===== config.mk =====
export PLATFORM = sky130hd
export DESIGN_NAME = vad_frame_decide
export DESIGN_NICKNAME = d
export VERILOG_FILES = /design/src/rtl/vad_decide_pkg.sv /design/src/rtl/vad_hangover.sv /design/src/rtl/vad_gate_adapt.sv /design/src/rtl/vad_frame_decide.sv
export SDC_FILE = /design/constraint.sdc
export NUM_CORES = 1
export LEC_CHECK = 0
export ABC_AREA = 1
export ABC_CLOCK_PERIOD_IN_PS = 4000
export BUFFER_PORTS_ARGS = -buffer_cell sky130_fd_sc_hd__buf_4
export CELL_PAD_IN_SITES_DETAIL_PLACEMENT = 0
export CELL_PAD_IN_SITES_GLOBAL_PLACEMENT = 1
export CORE_MARGIN = 1.5
export CORE_UTILIZATION = 28
export DETAILED_ROUTE_END_ITERATION = 8
export PLACE_DENSITY_LB_ADDON = 0.15
export SYNTH_ARGS = -nofsm -noshare
export SYNTH_HDL_FRONTEND = slang
export SYNTH_HIERARCHICAL = 1
export SYNTH_SLANG_ARGS = --single-unit

===== constraint.sdc =====
create_clock -name clk -period 4 [get_ports clk]
set_input_delay 0.4 -clock clk [delete_from_list [all_inputs] [get_ports clk]]
set_output_delay 0.4 -clock clk [all_outputs]
set_load 0.01 [all_outputs]

===== src/rtl/vad_decide_pkg.sv =====
package vad_decide_pkg;

    // Which rule produced the verdict of a frame
    typedef enum logic [1:0] {
        SRC_NONE   = 2'd0,
        SRC_ENERGY = 2'd1,
        SRC_HANG   = 2'd2,
        SRC_ZC     = 2'd3
    } vad_src_e;

    typedef struct packed {
        logic valid;
        logic speech;
    } vad_out_t;

endpackage


===== src/rtl/vad_hangover.sv =====
module vad_hangover #(
    parameter int HANG = 3
) (
    input  logic clk,
    input  logic rst_n,
    input  logic frame_valid,
    input  logic primary_speech,
    output logic hang_active
);
    typedef struct packed {
        logic [HANG-1:0] attr;
    } hang_st_t;

    hang_st_t st_d, st_q;

    always_comb begin
        st_d = st_q;
        if (frame_valid) begin
            st_d.attr = {st_q.attr[HANG-2:0], primary_speech};
        end
    end

    always_ff @(posedge clk or negedge rst_n) begin
        if (!rst_n) st_q <= '0;
        else        st_q <= st_d;
    end

    assign hang_active = |st_q.attr;

    // only primary frames enter the history
    a_r4_history_entry: assert property (@(posedge clk) disable iff (!rst_n)
        frame_valid |=> (st_q.attr[0] == $past(primary_speech)));

    // history holds when no frame arrives
    a_r6_history_hold: assert property (@(posedge clk) disable iff (!rst_n)
        !frame_valid |=> $stable(st_q.attr));

endmodule


===== src/rtl/vad_gate_adapt.sv =====
module vad_gate_adapt #(
    parameter int EW        = 24,
    parameter int RUN_LEN   = 3,
    parameter int GATE_MIN  = 100,
    parameter int GATE_MAX  = 262144,
    parameter int GATE_INIT = 4096
) (
    input  logic          clk,
    input  logic          rst_n,
    input  logic          frame_valid,
    input  logic          verdict,
    input  logic [EW-1:0] energy,
    output logic [EW-1:0] gate
);
    localparam int RW = $clog2(RUN_LEN + 1);
    localparam logic [EW:0]   MAX_W  = (EW+1)'(GATE_MAX);
    localparam logic [EW-1:0] MIN_V  = EW'(GATE_MIN);
    localparam logic [EW-1:0] INIT_V = EW'(GATE_INIT);
    localparam logic [RW-1:0] RUN_V  = RW'(RUN_LEN);

    typedef struct packed {
        logic [EW-1:0] gate;
        logic [RW-1:0] run;
        logic          last;
    } gate_st_t;

    gate_st_t st_d, st_q;

    logic [RW-1:0] run_next;
    logic [EW:0]   dbl;
    logic [EW:0]   ceil_e;
    logic [EW-1:0] half;
    logic [EW+3:0] floor_e;

    always_comb begin
        st_d     = st_q;
        run_next = (verdict == st_q.last) ? st_q.run + 1'b1 : RW'(1);
        dbl      = {st_q.gate, 1'b0};
        ceil_e   = {5'b0, energy[EW-1:4]};
        half     = st_q.gate >> 1;
        floor_e  = {energy, 4'b0};
        if (frame_valid) begin
            st_d.last = verdict;
            st_d.run  = run_next;
            if (run_next == RUN_V) begin
                st_d.run = '0;
                if (verdict) begin
                    if (dbl <= ceil_e) begin
                        st_d.gate = (dbl > MAX_W) ? MAX_W[EW-1:0] : dbl[EW-1:0];
                    end
                end else begin
                    if ({4'b0, half} >= floor_e) begin
                        st_d.gate = (half < MIN_V) ? MIN_V : half;
                    end
                end
            end
        end
    end

    always_ff @(posedge clk or negedge rst_n) begin
        if (!rst_n) begin
            st_q.gate <= INIT_V;
            st_q.run  <= '0;
            st_q.last <= 1'b0;
        end else begin
            st_q <= st_d;
        end
    end

    assign gate = st_q.gate;

    // gate stays inside its limits
    a_r10_gate_range: assert property (@(posedge clk) disable iff (!rst_n)
        (st_q.gate >= MIN_V) && ({1'b0, st_q.gate} <= MAX_W));

    // gate only moves on a frame
    a_r6_gate_hold: assert property (@(posedge clk) disable iff (!rst_n)
        !frame_valid |=> $stable(st_q.gate));

    // run counter never reaches the run length in state
    a_r9_run_bound: assert property (@(posedge clk) disable iff (!rst_n)
        st_q.run < RUN_V);

    // any move is a doubling or a halving, clamped
    a_r7_r8_step_shape: assert property (@(posedge clk) disable iff (!rst_n)
        (st_q.gate != $past(st_q.gate)) |->
            (({1'b0, st_q.gate} == (({$past(st_q.gate), 1'b0} > MAX_W) ? MAX_W : {$past(st_q.gate), 1'b0}))
          || (st_q.gate == ((($past(st_q.gate) >> 1) < MIN_V) ? MIN_V : ($past(st_q.gate) >> 1)))));

endmodule


===== src/rtl/vad_frame_decide.sv =====
module vad_frame_decide
    import vad_decide_pkg::*;
#(
    parameter int EW        = 24,
    parameter int ZW        = 7,
    parameter int HANG      = 3,
    parameter int RUN_LEN   = 3,
    parameter int ZC_LO     = 30,
    parameter int ZC_HI     = 70,
    parameter int GATE_MIN  = 100,
    parameter int GATE_MAX  = 262144,
    parameter int GATE_INIT = 4096
) (
    input  logic          clk,
    input  logic          rst_n,
    input  logic          frame_valid,
    input  logic [EW-1:0] frame_energy,
    input  logic [ZW-1:0] frame_zc,
    output logic          vad_valid,
    output logic          vad_speech,
    output logic [EW-1:0] vad_gate
);
    localparam logic [ZW-1:0] ZC_LO_V = ZW'(ZC_LO);
    localparam logic [ZW-1:0] ZC_HI_V = ZW'(ZC_HI);

    vad_src_e      src;
    logic          energy_hit;
    logic          zc_hit;
    logic          hang_active;
    logic          primary;
    logic          verdict;
    logic [EW-1:0] gate;
    vad_out_t      out_d, out_q;

    always_comb begin
        energy_hit = frame_energy > gate;
        zc_hit     = (frame_zc >= ZC_LO_V) && (frame_zc <= ZC_HI_V);
        if (energy_hit)       src = SRC_ENERGY;
        else if (hang_active) src = SRC_HANG;
        else if (zc_hit)      src = SRC_ZC;
        else                  src = SRC_NONE;
        verdict = (src != SRC_NONE);
        primary = (src == SRC_ENERGY) || (src == SRC_ZC);

        out_d       = out_q;
        out_d.valid = frame_valid;
        if (frame_valid) out_d.speech = verdict;
    end

    always_ff @(posedge clk or negedge rst_n) begin
        if (!rst_n) out_q <= '0;
        else        out_q <= out_d;
    end

    vad_hangover #(
        .HANG (HANG)
    ) u_hang (
        .clk            (clk),
        .rst_n          (rst_n),
        .frame_valid    (frame_valid),
        .primary_speech (primary),
        .hang_active    (hang_active)
    );

    vad_gate_adapt #(
        .EW        (EW),
        .RUN_LEN   (RUN_LEN),
        .GATE_MIN  (GATE_MIN),
        .GATE_MAX  (GATE_MAX),
        .GATE_INIT (GATE_INIT)
    ) u_gate (
        .clk         (clk),
        .rst_n       (rst_n),
        .frame_valid (frame_valid),
        .verdict     (verdict),
        .energy      (frame_energy),
        .gate        (gate)
    );

    assign vad_valid  = out_q.valid;
    assign vad_speech = out_q.speech;
    assign vad_gate   = gate;

    // verdict strobe follows the frame strobe by one cycle
    a_r6_valid_latency: assert property (@(posedge clk) disable iff (!rst_n)
        frame_valid |=> vad_valid);
    a_r6_valid_quiet: assert property (@(posedge clk) disable iff (!rst_n)
        !frame_valid |=> (!vad_valid && $stable(vad_speech)));

    // energy above the gate always yields speech
    a_r2_energy_speech: assert property (@(posedge clk) disable iff (!rst_n)
        (frame_valid && (frame_energy > vad_gate)) |=> vad_speech);

    // in-window zero crossings never give silence
    a_r5_zc_window: assert property (@(posedge clk) disable iff (!rst_n)
        (frame_valid && (frame_zc >= ZC_LO_V) && (frame_zc <= ZC_HI_V)) |=> vad_speech);

endmodule


======== After elaboration in Yosys (flattened, before gate mapping) ========
Index checks and enable logic that the tools add are counted.
operators by class
  eq/ne operators ......................... 5
  reduce and logical (&&, ||, !) cells .... 6
  $add $sub $neg .......................... 1
  divide/modulo/power cells ............... 0
  $lt $le $gt $ge ......................... 7
  multiplexer cells ....................... 10
  bitwise gates (word level) .............. 0
  shift-type cells ........................ 0
  $mul .................................... 0
operators with widths
  kind                  number
  $mux 24               4
  $ge 23x28->1          1
  $gt 25x19->1 const B  1
  $le 25x20->1          1
  $gt 24x24->1          1
  $lt 23x7->1 const B   1
  $mux 23               1
  $mux 2                5
  $ge 7x5->1 const B    1
  $le 7x7->1 const B    1
  $eq 2x2->1 const B    2
  $reduce_and 4->1      1
  $reduce_bool 2->1     2
  $reduce_or 3->1       1
  $add 2x1->2 const B   1
  $eq 2x1->1 const B    1
  $ne 2x2->1 const B    1
  $eq 1x1->1            1
  $logic_and 1x1->1     1
  $logic_or 1x1->1      1
word-level totals
  ROM bits ................................ 0
  register bits ........................... 31
  RAM bits ................................ 0
  logic and storage cells ................. 34
  output and inout bits ................... 26
  memories kept ........................... 0
  input port bits ......................... 34
  latch bits .............................. 0

======== Longest topological paths before layout ========
Gate-level depths: netlist (run 1).
  word-level depth ........................ 10
  mapped depth ............................ 22

======== Hierarchy ========
The synthesis (run 1) kept the hierarchy.
by module, submodules not included
  module            area each (sq um)  cells an instance  sequential area each (sq um)  times used
  vad_gate_adapt    2760.1             400                676.9                         1
  vad_frame_decide  802.0              129                50.0                          1
  vad_hangover      123.9              16                 75.1                          1

======== Least setup slack after synthesis (run 1) ========
No wires, ideal clock.
  path type ............................... reg2reg
  from .................................... reg, netlist name u_gate/gate[12]
  to ...................................... reg, netlist name u_gate/gate[6]
  buffers on the path ..................... 3
  data arrival time ....................... 2.626 ns
  slack ................................... 1.257 ns
  stages on the path, launching flop included .. 18
  period minus slack after synthesis ...... 2.743 ns
  data required time ...................... 3.883 ns
  library setup time ...................... 0.117 ns
  cells stage by stage .................... dfstp_2 -> buf_4 -> inv_1 -> ha_1 -> nand4_1 -> nor3_2 -> nand3_1 -> nand2_2 -> nand2_2 -> buf_6 -> xor2_1 -> nor3_2 -> nand2_1 -> a21oi_4 -> nand2_4 -> buf_6 -> nand2_1 -> nand2_1
between the ends
  cells in the longest elaborated chain, start to end .. 7
  elaborated cells on any way between the ends .. 18
  classes of those cells .................. 5 x order compare; 3 x eq/ne; 7 x mux; 3 x reduce/logical
RTL lines
  item                        line                    RTL
  $gt 24x24->1 (*)            vad_frame_decide.sv:36  energy_hit = frame_energy > gate;
  $mux 2 (*)                  vad_frame_decide.sv:38  if (energy_hit) src = SRC_ENERGY;
  $reduce_bool 2->1 (*)       vad_frame_decide.sv:42  verdict = (src != SRC_NONE);
  named net verdict           vad_frame_decide.sv:31  logic verdict;
  $eq 1x1->1                  vad_gate_adapt.sv:37    run_next = (verdict == st_q.last) ? st_q.run + 1'b1 : RW'(1);
  $mux 2                      vad_gate_adapt.sv:37
  $eq 2x2->1                  vad_gate_adapt.sv:45    if (run_next == RUN_V) begin
  $reduce_and 4->1 (no line)  n/a
Mark *: on every way through the listed nets, which the timed path passes. The rest lies on a longest branch. The select of a mux whose other input is x is not followed.
A chain may end at the register's enable or synchronous reset.

======== Worst setup path in the final report (run 1) ========
  from .................................... reg, netlist name u_gate/gate[12]
  to ...................................... reg, netlist name u_gate/gate[1]
between the ends
  cells in the longest elaborated chain, start to end .. 7
  elaborated cells on any way between the ends .. 18
  classes of those cells .................. 5 x order compare; 3 x eq/ne; 7 x mux; 3 x reduce/logical
RTL lines
  item                        line
  $gt 24x24->1 (*)            vad_frame_decide.sv:36
  $mux 2 (*)                  vad_frame_decide.sv:38
  $reduce_bool 2->1 (*)       vad_frame_decide.sv:42
  named net verdict           vad_frame_decide.sv:31
  $eq 1x1->1                  vad_gate_adapt.sv:37
  $mux 2                      vad_gate_adapt.sv:37
  $eq 2x2->1                  vad_gate_adapt.sv:45
  $reduce_and 4->1 (no line)  n/a
Marked as above.

==> metrics.txt, run 1 <==
run status completed; RSZ-0062 raised after global routing no; Tot GR Track Use 0.166; die height 118 um; most frequent cell after synthesis nand2_1; Finished Layout Cells 760; Starting Density 0.290; initial antenna violation count 0; Slew Viols, Final 0; Final min period 3100 ps; Seq/Total Area, Yosys 0.218; dpl hpwl 8780 um; CTS Buffer Depth 2; final core utilization 0.339; layout cells sized above 1 0.175; initial DRC count 204; Die Width 118 um; PostCTS Resize Cnt 0; vias 3390; max_cap viols 0; Post-synth EDFFs 0; average wire per cell in the routed design 14.5 um; final hold viol count 0; Die ar. 13900 um^2; TritonCTS clock tree done; top cells by area, synth dfrtp_1, ha_1, nand2_1; Residual DRC 0; mean number of vias per cell 4.46; VDD IR-drop max 0.144 mV; GRT overflow 0; Hold Slack 57.9 ps; post-synth top area share 0.210; Placed Cells 752; Clock Skews 8.52 ps; I/O Pins 60; LEAKAGE 2.46 nW; Setup WS post-layout 903 ps; Post-CTS Setup Repair Bufs 0; f_max 323 MHz; final WL 11100 um; setup_tns 0 ps; TritonRoute pass-1 iters 4; CTS root buffer clkbuf_16; Power Density 336 nW/um^2; crit end category flop; first-pass GRT wire length 18300 um; Register Area 802 um^2; Placed Area 4160 um^2; largest net degree at the start of global routing 33; vias in the first global route 3383; crit start category flop; Worst-Margin Slew 564 ps; area of the multi-input gates 2270 um^2; hold crit path type in -> async; leading area contributor after synthesis dfrtp_1; CORE AREA 12700 um^2; Final setup viols 0; clock latency on the worst-skew pair 280 ps; Clock transition at path regs 60 ps; global placer's final weighted congestion 0.810; design area 4320 um^2; fin nets 683; antenna viol nets, final 0; CP Max Fanout 24; fill count 1428; post-synth cell types 35; yosys warns 6; Async SR Flop Fraction 1.00; fin crit share 0.774; num rows 41; cts bufs inserted 5; Sink Count 32; Syn-to-layout area delta 17.1%; CP required 4210 ps; Synth Flop Type dfrtp_1; Setup WS pre-CTS 907 ps; H-tree depth 2; Seq cells post-synth 32; Port Buffers 59; Worst slew margin 0.623; # hold bufs at CTS 0; Crit Path Class reg -> reg; total power 1.45 mW; syn_area_per_cell 6.76 um^2; Syn Nets 641; Synth Instances 545; # diodes 0; Data arrival, critical path 3310 ps; most frequent cells after synthesis nand2_1, inv_1, ha_1, nand3_1, nor2_1; Post-Syn Area 3690 um^2
## cell type report
class,instances,area share
clock buffers,6,0.0322
clock inverters,2,0.00348
repair buffers,70,0.122
multi-input cells,386,0.527
well taps,172,0.0499
flip-flops and latches,32,0.186
inverters,92,0.0800
## cells by family after synthesis
| family | after synthesis | share of synthesized area |
|---|---|---|
| buffers and inverters | 127 | 0.166 |
| adder cells (fa/ha/maj) | 62 | 0.210 |
| flip-flops | 32 | 0.218 |
| XOR/XNOR | 1 | 0.00238 |
| AND/OR/NAND/NOR | 274 | 0.327 |
| AO/OA/AOI/OAI | 49 | 0.0767 |
## report_power, final
part / leakage [nW] / internal [mW] / switching (mW)
registers: 0.422 / 0.366 / 0.0615
logic: 1.96 / 0.227 / 0.398
clock network: 0.0691 / 0.247 / 0.149
## worst max-delay path: stages (launching register included)
cell,delay (ps)
dfstp_2,640
inv_1,60
ha_1,270
nand4_1,200
nor3_2,320
nand3_1,140
nand2_2,100
nand2_2,120
xor2_1,200
nor3_2,180
nand2_1,120
a21oi_4,160
buf_4,310
nand3_1,120
nand2_1,80
## final timing paths
kind / startpoint / endpoint / slack, ps / depth (start not counted)
min in group clk: frame_valid / vad_valid$_DFF_PN0_ / 310 / 1
worst max-delay path: u_gate/gate[12]$_DFFE_PN1P_ / u_gate/gate[1]$_DFFE_PN0P_ / 900 / 14
max in group asynchronous: rst_n / u_gate/gate[12]$_DFFE_PN1P_ / 3600 / 1
worst max register to register: u_gate/gate[12]$_DFFE_PN1P_ / u_gate/gate[1]$_DFFE_PN0P_ / 900 / 14
worst min-delay path: rst_n / vad_speech$_DFFE_PN0P_ / 60 / 1
worst min register to register: u_hang/st_q[2]$_DFFE_PN0P_ / u_hang/st_q[2]$_DFFE_PN0P_ / 470 / 2
## cell usage in the layout, fill, tap and decap left out, types with 5 or more instances in the layout
cell and count:
nand4_1 6, a21oi_1 24, nor2_1 33, buf_4 70, nand3_1 53, nand2_1 160, dfrtp_1 31, inv_1 86
inv_2 6, ha_1 62, o21ai_0 13, clkbuf_16 5
## flip-flops by register name, summed over array words and instances, names as in the netlist
name	flops
u_gate/gate	24
u_gate/st_q	3
vad_valid	1
u_hang/st_q	3
vad_speech	1
## metal layers
metal	GRT usage	vias up	share of wire
met5	0	-	0
met4	0.0343	0	0.010
met1	0.231	1514	0.50
met3	0.0189	9	0.035
met2	0.276	71	0.46
li1	-	1796	-
No activity file was read; power rests on OpenSTA's default activity.
==> run 2, diff against run 1 <==
Settings changed: ABC_AREA 1 to 0, ABC_CLOCK_PERIOD_IN_PS 4000 to 2960.
Clock period 4 ns to 2.96 ns, I/O delays scaled along.
==> run 2 against run 1 <==
Compared with the run above:
- global-route usage up 1.0 points
- largest cell class unchanged
- largest power group unchanged
- critical endpoint is now u_gate/gate[13]$_DFFE_PN0P_
- highest routed layer unchanged
- power up 11%
- the flow now finishes with violations (negative setup slack)
- design area up 7.6%
- clock skew down 4.5 ps
- sequential share of layout area down 1.3 points
==> metrics.txt, run 2 <==
run status finished, violations left; failing checks negative setup slack; Die ar. 13000 um^2 (-6.0%); antenna viol nets, final 0 (unchanged); CP required 3130 ps (-1080 ps); reg-to-reg critical path startpoint u_gate/gate[1]$_DFFE_PN0P_; average wire per cell in the routed design 17.6 um (+21%); yosys warns 6 (unchanged); Synth Instances 381 (-30%); cts bufs inserted 5 (unchanged); max_cap viols 0 (unchanged); Residual DRC 0 (unchanged); Post-synth EDFFs 0 (unchanged); Starting Density 0.288 (-0.00182); VDD IR-drop max 0.195 mV (+36%); final WL 10900 um (-1.2%); CTS root buffer clkbuf_16; Port Buffers 59 (unchanged); num rows 40 (-2.4%); die height 114 um (-3.1%); crit path cell chain inv_2 -> ha_4 -> nor2b_1 -> o211ai_1 -> a21oi_2 -> o311a_1 -> o21ai_2 -> nand2_2 -> buf_4 -> a211oi_2 -> nand3_1 -> o21a_1 -> a21oi_1 -> buf_4 -> a22oi_4 -> buf_4 -> buf_16 -> mux2_4; Worst slew margin 0.590 (-0.0329); Top reg by flops u_gate/gate; H-tree depth 2 (unchanged); Final min period 3300 ps (+205 ps); post-synth top area share 0.224 (+0.0139); post-synth cell types 60 (+71%); # diodes 0 (unchanged); dpl hpwl 8360 um (-4.8%); Clock transition at path regs 60 ps (about the same); clock latency on the worst-skew pair 290 ps (about the same); largest net degree at the start of global routing 33 (unchanged); max incr delay on CP 390 ps (-250 ps); most frequent cells after synthesis ha_1, inv_1, dfrtp_1, nand2_1, a21oi_1; LEAKAGE 2.29 nW (-6.8%); crit start category flop; Setup WS post-layout -341 ps (-1240 ps); Worst-Margin Slew 607 ps (+43.0 ps); Syn-to-layout area delta 34.3%; hold crit path type in -> reg; GRT overflow 0 (unchanged); fin crit share 1.12 (+0.341); Tot GR Track Use 0.176 (+0.0103); worst hold path stage count 1; RSZ-0062 raised after global routing yes; Setup WS pre-CTS -508 ps (-1420 ps); R2R Path End u_gate/gate[13]$_DFFE_PN0P_; Max stage delay cell, worst path dfrtp_1; Hold Slack 225 ps (+167 ps); Final setup viols 24 (+24); Synth Flop Type dfrtp_1; Power Density 347 nW/um^2 (+3.4%); Data arrival, critical path 3470 ps (+160 ps); CP Max Fanout 5 (-79%); Async SR Flop Fraction 1.00 (unchanged); Reg2Reg Depth 18 (+4); f_max 303 MHz (-6.2%); CP endpoint u_gate/gate[13]$_DFFE_PN0P_; mean number of vias per cell 4.97 (+11%); critical path's most frequent cell buf_4; largest registers u_gate/gate x24, u_gate/st_q x3, u_hang/st_q x3; Syn Nets 477 (-26%); initial DRC count 173 (-15%); initial antenna violation count 0 (unchanged); vias 3085 (-9.0%); max FFs per register 24 (unchanged); Die Width 114 um (-3.1%); top cells by area, synth dfrtp_1, ha_1, inv_1; CTS Buffer Depth 2 (unchanged); Clock Skews 3.99 ps (-4.54 ps); R2R Setup Slk -340 ps (-1240 ps); crit end category flop; layout cells sized above 1 0.365 (+0.190); final hold viol count 0 (unchanged); TritonCTS clock tree done; CORE AREA 12000 um^2 (-5.6%); Crit Path Class reg -> reg; commonest non-fill, non-tap cell in the layout buf_4; Seq/Total Area, Yosys 0.232 (+0.0143); I/O Pins 60 (unchanged); Slew Viols, Final 0 (unchanged); Post-Syn Area 3460 um^2 (-6.2%); final core utilization 0.387 (+0.0474); fin nets 569 (-17%); vias in the first global route 3088 (-8.7%); Critical Path Start u_gate/gate[1]$_DFFE_PN0P_; most frequent cell after synthesis ha_1; leading area contributor after synthesis dfrtp_1; global placer's final weighted congestion 0.823 (+1.7%); syn_area_per_cell 9.08 um^2 (+34%); most frequent cells in the layout buf_4, ha_1, inv_1; Sink Count 32 (unchanged); Seq cells post-synth 32 (unchanged); TritonRoute pass-1 iters 5 (+1); first-pass GRT wire length 17200 um (-6.2%)
-- run 2: cell types whose count changed after synthesis, moves of 6 or more --
cell     previous run  this run
nand3_1            53        10
inv_2               6         0
a22o_2              0         8
mux2_4              0        11
nand2_1           160        28
inv_1              86        55
nor2_1             33        13
mux2i_1             0         7
-- run 2: metal layers --
| metal | part of all wire | vias up | GRT usage |
|---|---|---|---|
| li1 | - | 1538 | - |
| met1 | 0.47 | 1470 | 0.230 |
| met2 | 0.48 | 65 | 0.302 |
| met3 | 0.034 | 12 | 0.0270 |
| met4 | 0.015 | 0 | 0.0492 |
| met5 | 0 | - | 0 |
-- run 2: area by class of cell --
class,count,area (um^2)
clock buffer,6,139
fill,1232,7370
inverter,55,206
timing repair buffer,115,977
multi-input combinational,264,2320
clock inverter,2,15.0
tap,147,184
sequential,32,803
-- run 2: worst min path at each step --
stage	slack [ps]	endpoint	startpoint
after detailed placement	300	u_gate/gate[22]$_DFFE_PN0P_	rst_n
after floorplan	0.4	u_gate/gate[0]$_DFFE_PN0P_	rst_n
final	220	vad_valid$_DFF_PN0_	frame_valid
after global placement	300	vad_valid$_DFF_PN0_	rst_n
after CTS	220	vad_valid$_DFF_PN0_	frame_valid
after global routing	220	vad_valid$_DFF_PN0_	frame_valid
-- run 2: metrics by stage --
step,total power [mW],std cells,area [um^2],TNS [ps]
final,1.61,621,4640,-7410
after global routing,1.72,621,4640,-13320
after CTS,1.63,619,4590,-7550
after detailed placement,1.05,604,4280,-10790
after global placement,1.05,604,4280,-8680
after floorplan,0.822,381,3500,-7440
-- run 2: critical path, delay by kind of cell, from the launching register on --
family | cells | cell delay (ps)
AO/OA/AOI/OAI | 8 | 1330
AND/OR/NAND/NOR | 3 | 310
multiplexers | 1 | 290
buffers and inverters | 5 | 680
adder cells (fa/ha/maj) | 1 | 190
flip-flops | 1 | 390
-- run 2: cells by family after synthesis --
group                    Yosys count  synth area share
multiplexers                      28             0.101
AO/OA/AOI/OAI                     87             0.181
XOR/XNOR                           1           0.00253
buffers and inverters             85             0.125
AND/OR/NAND/NOR                   86             0.134
flip-flops                        32             0.232
adder cells (fa/ha/maj)           62             0.224
-- run 2: what timing repair did --
item	4_1_cts	5_1_grt
endpoints found under the setup margin	24	24
resized for setup	15	3
hold endpoints to repair	31	0
setup buffers	4	1
cloned	2	1
pin swaps	2	0
hold buffers	1	0
-- run 2: where the power goes --
group,internal (mW),switching [mW],leakage [nW]
registers,0.479,0.0258,0.390
logic,0.266,0.291,1.83
clock network,0.335,0.216,0.0691
total,1.08,0.532,2.29
==> run 3, diff against run 2 <==
Settings changed: CORE_ASPECT_RATIO set to 0.5.
==> run 3 against run 2 <==
Compared with the run above:
- the flow still finishes with violations (negative setup slack)
- global-route usage grew 0.76 points
- via count increased by 1.5%
- utilization up 1.1 points
- flip-flop and latch count unchanged
- clock skew is 1.8 ps higher
- sequential share of layout area decreased by 0.34 points
- hold slack improved by 9.8 ps
- critical path depth shrank 1
- routed wire length rose by 2.1%
- non-clock buffer count is 14 higher
- die area up 0.31%
==> metrics.txt, run 3 (synthesis results as in run 2) <==
Syn-to-layout area delta 37.0%; Worst slew margin 0.603 (+0.0123); largest registers u_gate/gate x24, u_gate/st_q x3, u_hang/st_q x3; Placed Area 4420 um^2 (+3.3%); cts bufs inserted 5 (unchanged); Hold Crit Start frame_valid; Port Buffers 59 (unchanged); commonest non-fill, non-tap cell in the layout buf_4; failing checks negative setup slack; clock latency on the worst-skew pair 290 ps (about the same); Clock transition at path regs 60 ps (about the same); Critical Path Start u_gate/gate[12]$_DFFE_PN1P_; run status finished, violations left; Top reg by flops u_gate/gate; Final setup viols 24 (unchanged); f_max 287 MHz (-5.3%); Setup WS post-layout -525 ps (-183 ps); Worst-Margin Slew 591 ps (-16.2 ps); final WL 11200 um (+2.1%); final core utilization 0.398 (+0.0111); fin crit share 1.18 (+0.0619); first-pass GRT wire length 17800 um (+3.5%); Die Width 160 um (+40%); H-tree depth 2 (unchanged); LEAKAGE 2.35 nW (+2.5%); die height 81.6 um (-29%); vias in the first global route 3164 (+2.5%); initial DRC count 144 (-17%); # diodes 0 (unchanged); antenna viol nets, final 0 (unchanged); Tot GR Track Use 0.184 (+0.00763); fill count 1244 (+0.97%); Register Area 803 um^2 (unchanged); Sink Count 32 (unchanged); Slew Viols, Final 0 (unchanged); design area 4740 um^2 (+2.0%); max FFs per register 24 (unchanged); CP Max Fanout 7 (+2); final hold viol count 0 (unchanged); mean number of vias per cell 4.79 (-3.5%); global placer's final weighted congestion 0.793 (-3.6%); Die ar. 13100 um^2 (+0.31%); TritonRoute pass-1 iters 4 (-1); CTS Buffer Depth 2 (unchanged); I/O Pins 60 (unchanged); TritonCTS clock tree done; Clock Skews 5.83 ps (+1.84 ps); VDD IR-drop max 0.180 mV (-7.6%); Crit Path Class reg -> reg; num rows 28 (-30%); Power Density 357 nW/um^2 (+3.0%); hold crit path type in -> reg; CORE AREA 11900 um^2 (-0.83%); RSZ-0062 raised after global routing yes; crit start category flop; initial antenna violation count 0 (unchanged); Setup WS pre-CTS -746 ps (-238 ps); largest net degree at the start of global routing 33 (unchanged); average wire per cell in the routed design 17.1 um (-2.9%); Final min period 3480 ps (+183 ps); GRT overflow 0 (unchanged); Starting Density 0.290 (+0.00242); dpl hpwl 8760 um (+4.9%); total power 1.69 mW (+5.0%); fin nets 583 (+2.5%); Data arrival, critical path 3660 ps (+190 ps); max_cap viols 0 (unchanged); Hold Slack 234 ps (+9.77 ps); vias 3130 (+1.5%); area of the multi-input gates 2320 um^2 (about the same); CP required 3130 ps (about the same); reg-to-reg critical path startpoint u_gate/gate[12]$_DFFE_PN1P_; crit end category flop; most frequent cells in the layout buf_4, ha_1, inv_1; CTS root buffer clkbuf_16; layout cells sized above 1 0.383 (+0.0182); Residual DRC 0 (unchanged)
[run 3: timing repair]
action,CTS,global route
pin swaps,1,0
hold endpoints to repair,31,0
hold buffers,1,0
endpoints found under the setup margin,24,24
resized for setup,12,3
setup buffers,6,2
gates cloned,1,0
[run 3: per-layer routing]
metal	GRT usage	share of wire	vias up
met5	0	0	-
met4	0.0411	0.011	0
met3	0.0313	0.039	11
met2	0.289	0.41	63
met1	0.263	0.54	1488
li1	-	-	1568
[run 3: power by group]
group / switching [mW] / internal, mW / leakage [nW]
Sequential: 0.0292 / 0.479 / 0.390
Clock: 0.205 / 0.396 / 0.0808
Combinational: 0.302 / 0.281 / 1.88
[run 3: final cells by class]
| type | instances | share of cell area |
|---|---|---|
| Tap cell | 165 | 0.0436 |
| Timing Repair Buffer | 129 | 0.219 |
| Multi-Input combinational cell | 264 | 0.490 |
| Inverter | 55 | 0.0436 |
| Clock inverter | 2 | 0.00740 |
| Sequential cell | 32 | 0.170 |
| Clock buffer | 6 | 0.0272 |
[run 3: critical path, cell delays in order, from the launching register on]
cell and delay [ps]:
dfstp_2 530, inv_2 40, ha_4 190, nand4_1 140
nor4_4 40, buf_4 150, a21oi_2 120, o211ai_2 150
o21ai_2 180, nand2_2 100, xnor2_2 160, nand4b_1 240
a2111oi_4 340, o211ai_2 180, a22oi_4 220, buf_12 140
buf_12 130, mux2_4 300
[run 3: stage by stage]
stage               cells  setup TNS (ps)
floorplan             381           -7440
global placement      636          -16780
detailed placement    636          -16860
CTS                   652          -11900
global route          653          -16290
finish                653          -11030
[run 3: path summary, 6_finish.rpt]
path                       slack, ps  cells after the start                          end
max reg2reg                     -520                     17   u_gate/gate[7]$_DFFE_PN0P_
min                              230                      1          vad_valid$_DFF_PN0_
max                             -520                     17   u_gate/gate[7]$_DFFE_PN0P_
min reg2reg                      500                      1   u_hang/st_q[2]$_DFFE_PN0P_
max in group asynchronous       2090                      2   u_gate/gate[6]$_DFFE_PN0P_
min in group asynchronous        510                      2  u_gate/gate[22]$_DFFE_PN0P_
